===== src/rtl/cmpout_pkg.sv =====
package cmpout_pkg;

  // Route codes that map to an existing timer-side destination
  function automatic logic route_legal(input int unsigned code);
    return (code == 1) || (code == 2) || ((code >= 5) && (code <= 11));
  endfunction

  // Conditioning arithmetic: gate, invert, then mask
  function automatic logic condition(input logic en, input logic inv,
                                     input logic raw, input logic mask);
    return ((en & raw) ^ inv) & ~mask;
  endfunction

endpackage


===== src/rtl/cmpout_blank_mux.sv =====
module cmpout_blank_mux #(
  parameter int NBLK   = 4,
  parameter int BSEL_W = 3
) (
  input  logic              clk,
  input  logic              rst_n,
  input  logic [NBLK-1:0]   src_i,
  input  logic [BSEL_W-1:0] sel_i,
  output logic              hit_o
);
  logic [NBLK-1:0] hit_vec;

  for (genvar k = 0; k < NBLK; k++) begin : g_cand
    assign hit_vec[k] = (sel_i == BSEL_W'(k + 1)) & src_i[k];
  end

  assign hit_o = |hit_vec;


  reserved_blank_chk: assert property (@(posedge clk) disable iff (!rst_n)
    (int'(sel_i) > NBLK) |-> !hit_o);

  no_blank_chk: assert property (@(posedge clk) disable iff (!rst_n)
    (sel_i == '0) |-> !hit_o);
endmodule


===== src/rtl/cmpout_router.sv =====
module cmpout_router #(
  parameter int RSEL_W = 4,
  localparam int NDEST = 1 << RSEL_W
) (
  input  logic              clk,
  input  logic              rst_n,
  input  logic              val_i,
  input  logic [RSEL_W-1:0] route_i,
  output logic [NDEST-1:0]  dest_o
);
  logic route_ok;

  assign route_ok = cmpout_pkg::route_legal(int'(route_i));

  for (genvar d = 0; d < NDEST; d++) begin : g_dest
    assign dest_o[d] = route_ok & val_i & (route_i == RSEL_W'(d));
  end


  dest_onehot_chk: assert property (@(posedge clk) disable iff (!rst_n)
    $onehot0(dest_o));

  dest_zero_idle_chk: assert property (@(posedge clk) disable iff (!rst_n)
    !dest_o[0]);

  dest_carries_val_chk: assert property (@(posedge clk) disable iff (!rst_n)
    (dest_o != '0) |-> val_i);
endmodule


===== src/rtl/cmpout_sync.sv =====
module cmpout_sync (
  input  logic clk,
  input  logic rst_n,
  input  logic d_i,
  output logic q_o
);
  logic meta_q, sync_q;
  logic [1:0] age_q;

  always_ff @(posedge clk or negedge rst_n) begin
    if (!rst_n) begin
      meta_q <= 1'b0;
      sync_q <= 1'b0;
      age_q  <= 2'd0;
    end else begin
      meta_q <= d_i;
      sync_q <= meta_q;
      if (age_q != 2'd3) age_q <= age_q + 2'd1;
    end
  end

  assign q_o = sync_q;


  sync_delay_chk: assert property (@(posedge clk) disable iff (!rst_n)
    (age_q >= 2'd2) |-> (q_o == $past(d_i, 2)));
endmodule


===== src/rtl/cmpout_shaper.sv =====
module cmpout_shaper #(
  parameter int NBLK   = 4,
  parameter int BSEL_W = 3,
  parameter int RSEL_W = 4,
  localparam int NDEST = 1 << RSEL_W
) (
  input  logic              clk,
  input  logic              rst_n,
  input  logic              cmp_raw,
  input  logic [NBLK-1:0]   blank_src,
  input  logic              cfg_en,
  input  logic              cfg_invert,
  input  logic [BSEL_W-1:0] cfg_blank_sel,
  input  logic [RSEL_W-1:0] cfg_route,
  output logic              pin_out,
  output logic [NDEST-1:0]  dest_o,
  output logic              state_rd
);
  logic blank_hit;
  logic cond_val;

  cmpout_blank_mux #(.NBLK(NBLK), .BSEL_W(BSEL_W)) u_blank (
    .clk(clk), .rst_n(rst_n), .src_i(blank_src), .sel_i(cfg_blank_sel),
    .hit_o(blank_hit));

  assign cond_val = cmpout_pkg::condition(cfg_en, cfg_invert, cmp_raw, blank_hit);
  assign pin_out  = cond_val;

  cmpout_router #(.RSEL_W(RSEL_W)) u_route (
    .clk(clk), .rst_n(rst_n), .val_i(cond_val), .route_i(cfg_route),
    .dest_o(dest_o));

  cmpout_sync u_sync (
    .clk(clk), .rst_n(rst_n), .d_i(cond_val), .q_o(state_rd));


  blank_forces_low_chk: assert property (@(posedge clk) disable iff (!rst_n)
    blank_hit |-> !pin_out);

  disabled_level_chk: assert property (@(posedge clk) disable iff (!rst_n)
    (!cfg_en && !blank_hit) |-> (pin_out == cfg_invert));

  pin_matches_dest_chk: assert property (@(posedge clk) disable iff (!rst_n)
    (dest_o != '0) |-> pin_out);
endmodule


===== config.mk =====
export PLATFORM = sky130hd
export DESIGN_NAME = cmpout_shaper
export DESIGN_NICKNAME = d
export VERILOG_FILES = /design/src/rtl/cmpout_pkg.sv /design/src/rtl/cmpout_blank_mux.sv /design/src/rtl/cmpout_router.sv /design/src/rtl/cmpout_sync.sv /design/src/rtl/cmpout_shaper.sv
export SDC_FILE = /design/constraint.sdc
export NUM_CORES = 1
export LEC_CHECK = 0
export ABC_AREA = 1
export CAP_MARGIN = 20
export CORE_AREA = 3 3 40 42
export DETAILED_ROUTE_END_ITERATION = 10
export DIE_AREA = 0 0 43 45
export PLACE_DENSITY = 0.72
export SYNTH_ARGS = -nofsm -noshare
export SYNTH_HDL_FRONTEND = slang
export SYNTH_SLANG_ARGS = --single-unit

===== constraint.sdc =====
create_clock -name clk -period 1 [get_ports clk]
set_input_delay 0.1 -clock clk [delete_from_list [all_inputs] [get_ports clk]]
set_output_delay 0.1 -clock clk [all_outputs]
set_load 0.05 [all_outputs]

Word-level counts from Yosys, hierarchy flattened
Index checks and enable logic that the tools add are counted.

word-level totals
  memories kept = 0
  latch bits = 0
  output and inout port bits = 18
  bits in read-only memories = 0
  RAM bits = 0
  register bits after elaboration = 2

operators by class
  muxes and demuxes = 0
  bitwise logic cells = 25
  magnitude comparators = 2
  reductions and logical operators = 5
  equal/unequal tests = 19
  multipliers = 0
  div/mod/pow operators = 0
  add/sub/neg operators = 0
  shifts and indexed selects = 0

operators by type and width
  operator              count
  $eq A4 B4 Y1 const B  8
  $and A1 B1 Y1         23
  $eq A4 B3 Y1 const B  4
  $eq A4 B2 Y1 const B  2
  $eq A3 B2 Y1 const B  2
  $eq A4 B1 Y1 const B  1
  $ge A4 B3 Y1 const B  1
  $le A4 B4 Y1 const B  1
  $logic_not A4 Y1      1
  $reduce_or A4 Y1      1
  $eq A3 B1 Y1 const B  1
  $eq A3 B3 Y1 const B  1
  $logic_or A1 B1 Y1    2
  $logic_and A1 B1 Y1   1
  $not A1 Y1            1
  $xor A1 B1 Y1         1

Logic depth before layout (Yosys ltp)
Gate-level depths: netlist of the first run.

  word-level depth = 7
  depth in mapped cells = 7
  gate-level depth less buffers = 7

Modules after synthesis
Synthesis of the first run repeated with hierarchy kept, for this count alone.

unflattened totals
  cells, all modules = 60
  area total of the unflattened synthesis = 314.1 µm²

by module, submodules not included
  module            seq. area each (µm²)  instances  cells each  area an instance (µm²)
  cmpout_router     0.0                   1          42          197.7
  cmpout_sync       50.0                  1          2           50.0
  cmpout_blank_mux  0.0                   1          11          45.0
  cmpout_shaper     0.0                   1          5           21.3

Worst setup path before layout of the first run
OpenSTA, ideal clock, no wires.

  path type = in2out
  from = input blank_src[3]
  to = output dest_o[10]
  path buffers = 0
  cell stages on the path = 7
  arrival = 1.155 ns
  slack = -0.255 ns
  data required time = 0.900 ns
  cell sequence = nand2_1 > inv_1 > nand2_1 > nand2_1 > nor2_4 > nand3_4 > nor2_1

on the way
  cells in the longest elaborated chain, start to end = 6

RTL lines
  item                         RTL line                text
  start: declaration           cmpout_shaper.sv:10     input logic [NBLK-1:0] blank_src,
  $and A1 B1 Y1                cmpout_blank_mux.sv:14  assign hit_vec[k] = (sel_i == BSEL_W'(k + 1)) & src_i[k];
  $reduce_or A4 Y1             cmpout_blank_mux.sv:17  assign hit_o = |hit_vec;
  $not A1 Y1                   cmpout_pkg.sv:11        return ((en & raw) ^ inv) & ~mask;
  $and A1 B1 Y1                cmpout_pkg.sv:11
  $and A1 B1 Y1 (2 in series)  cmpout_router.sv:16     assign dest_o[d] = route_ok & val_i & (route_i == RSEL_W'(d));
  end: declaration             cmpout_shaper.sv:16     output logic [NDEST-1:0] dest_o,

No other way between the ends.

Final worst setup path of the first run
  from = input cfg_blank_sel[0]
  to = output dest_o[6]

on the way
  cells in the longest elaborated chain, start to end = 7

RTL lines
  item                                  RTL line                text
  start: declaration                    cmpout_shaper.sv:13     input logic [BSEL_W-1:0] cfg_blank_sel,
  $eq A3 B1 Y1 (tied with other cells)  cmpout_blank_mux.sv:14
  $and A1 B1 Y1                         cmpout_blank_mux.sv:14
  $reduce_or A4 Y1 *                    cmpout_blank_mux.sv:17
  $not A1 Y1 *                          cmpout_pkg.sv:11
  $and A1 B1 Y1 *                       cmpout_pkg.sv:11
  $and A1 B1 Y1 * (2 in series)         cmpout_router.sv:16

Every way passes the cells marked *; elsewhere a longest branch is shown, timed or not.

==> flow_metrics.tcl, run 1 <==
set metrics [dict create \
    dr.first_iter.drc_count 3 \
    power.density_nw_per_um2 769 \
    tns_ns -1.10 \
    met3_length_um 117 \
    avgSynthCellArea_um2 5.13 \
    cellLeakagePower_uw 0.000403 \
    synth-simple-area-share 0.588 \
    clk_pin_slew_ns 0.04 \
    final_common_cell "nand2_1" \
    grt_max_degree 8 \
    setup.worst_path.end_class "primary output" \
    detail_route.wl_per_cell_um 10.5 \
    overflow 0 \
    wirelength_met1_um 422 \
    n_fill_cell 114 \
    die_w_um 43 \
    grt_pass1_wl_um 1970 \
    status "complete, but fails checks" \
    synth-compound-area-share 0 \
    io_pins 34 \
    critPathKind "primary input to primary output" \
    yosysSeqAreaShare 0.143 \
    synth_top_family_by_area "simple AND/OR/NAND/NOR gates" \
    cts.sinks 2 \
    dp_hpwl_um 951 \
    coreArea_um2 1280 \
    arrival_ns 1.05 \
    place.gp.congestion 0.708 \
    worstPathMaxFanout 7 \
    final_hold_viol_count 0 \
    synth.ff_latch_count 2 \
    maxCapViolations 0 \
    cts_hold_repair.buffers 0 \
    antenna_found_initial 0 \
    utilization 0.674 \
    cts_buffers 3 \
    finalCritPeriodShare 1.15 \
    io_buffers 26 \
    period_needed_ns 1.15 \
    min_path_type "primary input to asynchronous set/reset pin" \
    cts_tree "built" \
    firstDrtPassIters 3 \
    drtAntennaViolNets 0 \
    yosysUniqueCellTypes 12 \
    drc 0 \
    synth_warnings 0 \
    rsz0062_at_grt "yes" \
    via_per_inst 4.30 \
    die_area_um2 1940 \
    vias 499 \
    routed.top_layer "met3" \
    fin_nets 119 \
    diodes 0 \
    fin_worst_skew_ns 0.00702 \
    area_delta_synth_final_pct 148 \
    mostFrequentLayoutCells "nand2_1, nor2_4, buf_12" \
    std_cell_rows 13 \
    synth_xor_area_frac 0 \
    wirelength_um 1220 \
    fin_cells 116 \
    synthMuxAreaShare 0 \
    floorplan.initialDensity 0.272 \
    htree_levels 1 \
    postCtsSetupRepairBufs 0 \
    fmax_mhz 868 \
    grt_pass1_vias 483 \
    dieHeight_um 45 \
    clkLatencyLatePin_ns 0.23 \
    synth_cells 68 \
    clk_path_buf_depth 2 \
    setup_slack_ns -0.152 \
    post-place-cells 113 \
    pre_cts_slack_ns -0.528 \
    violations "negative setup slack" \
    setup_violations 9 \
    finalMaxSlewViolations 0 \
    grtUsageTotal 0.141 \
    cts-root-buf "clkbuf_4" \
    wl_met2_um 681 \
    drive_above_1_share 0.614 \
    synth_adder_area_share 0 \
    required_ns 0.90 \
    ir_drop_mv 0.396 \
    cp-start-kind "primary input" \
    syn_area_um2 349 \
]
[cell type report]
cell class	instances	area, um^2	area share
Clock buffer	3	22.5	0.0260
Inverter	10	41.3	0.0477
Multi-Input combinational cell	55	342	0.395
Sequential cell	2	50.0	0.0578
Tap cell	15	18.8	0.0217
Timing Repair Buffer	31	392	0.452
[critical path: stages]
cell and delay [ns]:
buf_6 0.10, inv_4 0.05, nor2_4 0.03, nand2_2 0.05, nand2_2 0.06, nor2_4 0.12, nand3_4 0.20, nor2_4 0.19
buf_12 0.14
[path summary, 6_finish.rpt]
check	from	to	slack, ns	cells past startpoint
setup / recovery	cfg_blank_sel[0]	dest_o[6]	-0.15	9
hold / removal	rst_n	u_sync.meta_q	0.04	1
setup reg to reg	u_sync.meta_q	u_sync.q_o	0.53	0
hold reg to reg	u_sync.meta_q	u_sync.q_o	0.35	0
max in group asynchronous	rst_n	u_sync.q_o	0.84	1
min in group clk	cfg_blank_sel[1]	u_sync.meta_q	0.25	4
[cell families after synthesis]
family	Yosys count
buffers and inverters	17
DFF	2
other	1
and+or+nand+nor	48
[where the power goes]
| group | internal [uW] | leakage (uW) | switching (uW) |
|---|---|---|---|
| Sequential | 90.1 | 0.0000241 | 4.55 |
| Combinational | 151 | 0.000365 | 234 |
| Clock | 133 | 0.0000138 | 52.7 |
[metal layers]
layer	global-route usage	vias up
met5	0	-
met4	0.0542	0
met3	0.0558	0
met2	0.281	27
met1	0.125	221
li1	-	251
[per-stage QoR]
stage	power (uW)	area [um^2]	hold WS, ns
after floorplan	304	404	-0.196
after global placement	443	778	0.274
after detailed placement	449	778	0.276
after CTS	653	825	0.0314
after global routing	710	866	0.0327
final	666	866	0.0354
[sequential cells by signal, summed over array words and instances, names as in the netlist]
signal	count
u_sync.meta_q	1
u_sync.q_o	1
[synth_stat cells]
library cell / number / share of area
nand3_1: 1 / 0.014
clkinv_1: 1 / 0.011
nand3_4: 1 / 0.050
nor2_2: 1 / 0.018
inv_2: 2 / 0.022
nor2_4: 1 / 0.032
inv_1: 7 / 0.075
conb_1: 1 / 0.011
dfrtp_1: 2 / 0.14
buf_4: 7 / 0.15
nor2_1: 18 / 0.19
nand2_1: 26 / 0.28
[repair_timing]
action                     in CTS  in global routing
setup endpoints to repair      11                 10
pin swaps                      16                 15
gates resized for setup        67                 18
No activity file was read; power rests on OpenSTA's default activity.
==> run 2: changes to the inputs <==
Settings changed: PLACE_DENSITY 0.72 to 0.79.
==> flow_metrics.tcl, run 2 (synthesis gave the netlist of run 1 again) <==
set metrics [dict create \
    cts_tree "built" \
    dr.first_iter.drc_count 6 \
    crit_chain "buf_8 > nand2_4 > inv_2 > nand2_2 > nand2_2 > nor2_4 > nand3_4 > nor2_4 > buf_12" \
    clk_pin_slew_ns 0.03 \
    mostFrequentLayoutCells "nand2_1, nor2_4, buf_12" \
    place.gp.congestion 0.740 \
    setup_violations 9 \
    rsz0062_at_grt "yes" \
    cts.sinks 2 \
    period_needed_ns 1.16 \
    ir_drop_mv 0.274 \
    min_path_type "primary input to asynchronous set/reset pin" \
    final_common_cell "nand2_1" \
    detail_route.wl_per_cell_um 10.5 \
    cellLeakagePower_uw 0.000410 \
    critPathKind "primary input to primary output" \
    htree_levels 1 \
    grt_pass1_wl_um 1820 \
    grtUsageTotal 0.129 \
    cp-start-kind "primary input" \
    finalCritPeriodShare 1.16 \
    r2r_end "u_sync.q_o" \
    path_buf_inv 3 \
    coreArea_um2 1280 \
    final_hold_viol_count 0 \
    status "complete, but fails checks" \
    critPathMaxStageDelay_ns 0.21 \
    wirelength_um 1230 \
    fin_cells 117 \
    reg2reg_slack_ns 0.53 \
    fmax_mhz 865 \
    postCtsSetupRepairBufs 0 \
    cts-root-buf "clkbuf_4" \
    dp_hpwl_um 930 \
    diodes 0 \
    violations "negative setup slack" \
    clkLatencyLatePin_ns 0.22 \
    arrival_ns 1.06 \
    tns_ns -1.18 \
    fin_worst_skew_ns 0.00145 \
    die_w_um 43 \
    firstDrtPassIters 4 \
    r2r-start "u_sync.meta_q" \
    setup.worst_path.end_class "primary output" \
    grt_max_degree 8 \
    area_delta_synth_final_pct 153 \
    grt_pass1_vias 488 \
    clk_path_buf_depth 2 \
    die_area_um2 1940 \
    via_per_inst 4.28 \
    pre_cts_slack_ns -0.515 \
    floorplan.initialDensity 0.272 \
    crit_family "simple AND/OR/NAND/NOR gates" \
    io_pins 34 \
    power.density_nw_per_um2 754 \
    dieHeight_um 45 \
    r2r_cells 0 \
    overflow 0 \
    setup_slack_ns -0.156 \
    antenna_found_initial 0 \
    std_cell_rows 13 \
    drtAntennaViolNets 0 \
    cts_hold_repair.buffers 0 \
    required_ns 0.90 \
    worstPathMaxFanout 7 \
    drive_above_1_share 0.637 \
    io_buffers 26 \
    finalMaxSlewViolations 0 \
    fin_total_pwr_uw 666 \
    fin_nets 120 \
    maxCapViolations 0 \
    vias 501 \
    post-place-cells 114 \
    drc 0 \
    cts_buffers 3 \
    cp_slowest_cell "nand3_4" \
]
## run 2: power breakdown
| part | internal [uW] | total, uW | switching (uW) |
|---|---|---|---|
| registers | 90.2 | 95.4 | 5.15 |
| logic | 157 | 395 | 238 |
| clock network | 132 | 176 | 43.5 |
| total | 379 | 666 | 286 |
## run 2: final cells by class
cell class              count  area (um^2)
clock buffers               3         22.5
repair buffers             32          404
fillers                   108          402
inverters                  10         41.3
multi-input cells          55          347
flip-flops and latches      2         50.0
well taps                  15         18.8
## run 2: repair_timing
item / CTS / global route
setup endpoints to repair: 11 / 10
pin swaps: 17 / 14
resized for setup: 71 / 16
## run 2: through the flow
| stage | cell area, um^2 | hold WS (ns) | utilization |
|---|---|---|---|
| after detailed placement | 786 | 0.274 | 0.611 |
| after global routing | 883 | 0.0432 | 0.687 |
| after global placement | 786 | 0.272 | 0.611 |
| after floorplan | 404 | -0.196 | - |
| final | 883 | 0.0498 | 0.687 |
| after CTS | 847 | 0.0349 | 0.659 |
## run 2: worst max-delay path by stage
| stage | startpoint | end | slack [ns] | cells after the start |
|---|---|---|---|---|
| floorplan | blank_src[3] | dest_o[10] | -0.07 | 7 |
| global placement | cfg_blank_sel[0] | dest_o[7] | -0.47 | 10 |
| detailed placement | cfg_blank_sel[1] | dest_o[7] | -0.52 | 9 |
| CTS | cfg_blank_sel[2] | dest_o[9] | -0.20 | 9 |
| global route | cfg_blank_sel[2] | dest_o[10] | -0.22 | 9 |
| finish | cfg_blank_sel[2] | dest_o[11] | -0.16 | 9 |
## run 2: routing by layer
layer / up-vias / GRT usage / part of all wire / wire [um]
met3: 0 / 0.0319 / 0.080 / 98
met2: 18 / 0.278 / 0.63 / 777
met4: 0 / 0.0723 / 0 / 0
li1: 251 / - / - / -
met5: - / 0 / 0 / 0
met1: 232 / 0.101 / 0.29 / 354
==> run 3: changes to the inputs <==
Settings changed: CTS_CLUSTER_SIZE set to 20, PLACE_DENSITY 0.79 to 0.68.
==> flow_metrics.tcl, run 3 (synthesis gave the netlist of run 1 again) <==
set metrics [dict create \
    status "complete, but fails checks" \
    violations "negative setup slack" \
    drc 0 \
    diodes 0 \
    crit_chain "buf_6 > inv_4 > nor2_4 > nand2_2 > nand2_2 > nor2_4 > nand3_4 > nor2_4 > buf_12" \
    coreArea_um2 1280 \
    grt_max_degree 8 \
    cts_tree "built" \
    n_fill_cell 114 \
    place.gp.congestion 0.723 \
    cellLeakagePower_uw 0.000412 \
    r2r_cells 0 \
    grt_pass1_wl_um 1820 \
    overflow 0 \
    min_path_type "primary input to asynchronous set/reset pin" \
    multi_input_area_um2 357 \
    final_common_cell "nand2_1" \
    r2r-start "u_sync.meta_q" \
    worstPathMaxFanout 7 \
    vias 490 \
    critPathKind "primary input to primary output" \
    detail_route.wl_per_cell_um 9.86 \
    via_per_inst 4.22 \
    cts_buffers 3 \
    finalCritPeriodShare 1.15 \
    clkLatencyLatePin_ns 0.23 \
    fmax_mhz 869 \
    io_buffers 26 \
    critPathMaxStageDelay_ns 0.21 \
    rsz0062_at_grt "yes" \
    dp_hpwl_um 881 \
    reg2reg_slack_ns 0.53 \
    critPathLaunch "cfg_blank_sel[0]" \
    cts-root-buf "clkbuf_4" \
    cp_slowest_cell "nand3_4" \
    firstDrtPassIters 2 \
    period_needed_ns 1.15 \
    grt_pass1_vias 457 \
    maxCapViolations 0 \
    floorplan.initialDensity 0.272 \
    cts_hold_repair.buffers 0 \
    fin_worst_skew_ns 0.00305 \
    die_w_um 43 \
    cp-start-kind "primary input" \
    arrival_ns 1.05 \
    antenna_found_initial 0 \
    clk_path_buf_depth 2 \
    final_hold_viol_count 0 \
    std_cell_rows 13 \
    fin_nets 119 \
    required_ns 0.90 \
    crit_top_cell "nor2_4" \
    clk_pin_slew_ns 0.03 \
    io_pins 34 \
    finalMaxSlewViolations 0 \
    r2r_end "u_sync.q_o" \
    grtUsageTotal 0.129 \
    setup_slack_ns -0.151 \
    htree_levels 1 \
    drive_above_1_share 0.644 \
    setup.worst_path.end_class "primary output" \
    cts.sinks 2 \
    dieHeight_um 45 \
    critPathCapture "dest_o[9]" \
    ir_drop_mv 0.331 \
    mostFrequentLayoutCells "nand2_1, nor2_4, buf_12" \
    wirelength_um 1140 \
    drtAntennaViolNets 0 \
    tns_ns -1.39 \
    setup_violations 10 \
    seqCellArea_um2 50.0 \
    area_delta_synth_final_pct 152 \
    die_area_um2 1940 \
    dr.first_iter.drc_count 2 \
    utilization 0.685 \
    power.density_nw_per_um2 767 \
]
==> run 3: cell count changes in the layout (fill, tap and decap cells not counted) <==
cell / before / now
clkdlybuf4s15_1: 2 / 1
nand2_2: 10 / 7
nor2_2: 2 / 3
nand2_1: 15 / 16
nand2_4: 1 / 3
clkbuf_2: 1 / 2
nor2_1: 7 / 6
buf_4: 4 / 5
buf_6: 7 / 6
buf_2: 5 / 4
==> run 3: final cells by class <==
| type | count | area share |
|---|---|---|
| Tap cell | 15 | 0.0213 |
| Inverter | 10 | 0.0469 |
| Clock buffer | 3 | 0.0256 |
| Timing Repair Buffer | 31 | 0.444 |
| Multi-Input combinational cell | 55 | 0.405 |
| Sequential cell | 2 | 0.0569 |
==> run 3: per-layer routing <==
metal	GRT usage	wire, um	vias up
li1	-	-	252
met3	0.0359	135	4
met2	0.251	571	28
met1	0.115	391	206
met5	0	0	-
met4	0.0843	46	0
==> run 3: power by group <==
group / internal, uW / switching (uW) / total (uW)
sequential: 90.2 / 4.94 / 95.1
combinational: 153 / 238 / 391
clock: 133 / 54.8 / 188
total: 377 / 298 / 674
==> run 3: critical path, delay by kind of cell <==
family | cells | cell delay, ns
buf+inv | 3 | 0.31
simple gates | 6 | 0.64
==> run 3: stage by stage <==
step | total power, uW | setup WS (ns) | cells | hold WS [ns] | cell area, um^2
floorplan | 304 | -0.0664 | 74 | -0.196 | 404
detailed placement | 435 | -0.558 | 111 | 0.277 | 763
global placement | 431 | -0.526 | 111 | 0.272 | 763
CTS | 644 | -0.195 | 115 | 0.0286 | 816
finish | 674 | -0.151 | 116 | 0.0349 | 880
global route | 717 | -0.218 | 116 | 0.0385 | 880
==> run 3: repair_timing <==
action                     CTS  global route
gates resized for setup     65            25
setup endpoints to repair   11            10
setup buffers                1             1
pin swaps                   18            16
==> run 3: worst min path at each step <==
stage | from | endpoint | slack (ns)
floorplan | rst_n | u_sync.meta_q | -0.20
global placement | rst_n | u_sync.meta_q | 0.27
detailed placement | rst_n | u_sync.meta_q | 0.28
CTS | rst_n | u_sync.q_o | 0.03
global route | rst_n | u_sync.q_o | 0.04
finish | rst_n | u_sync.q_o | 0.03
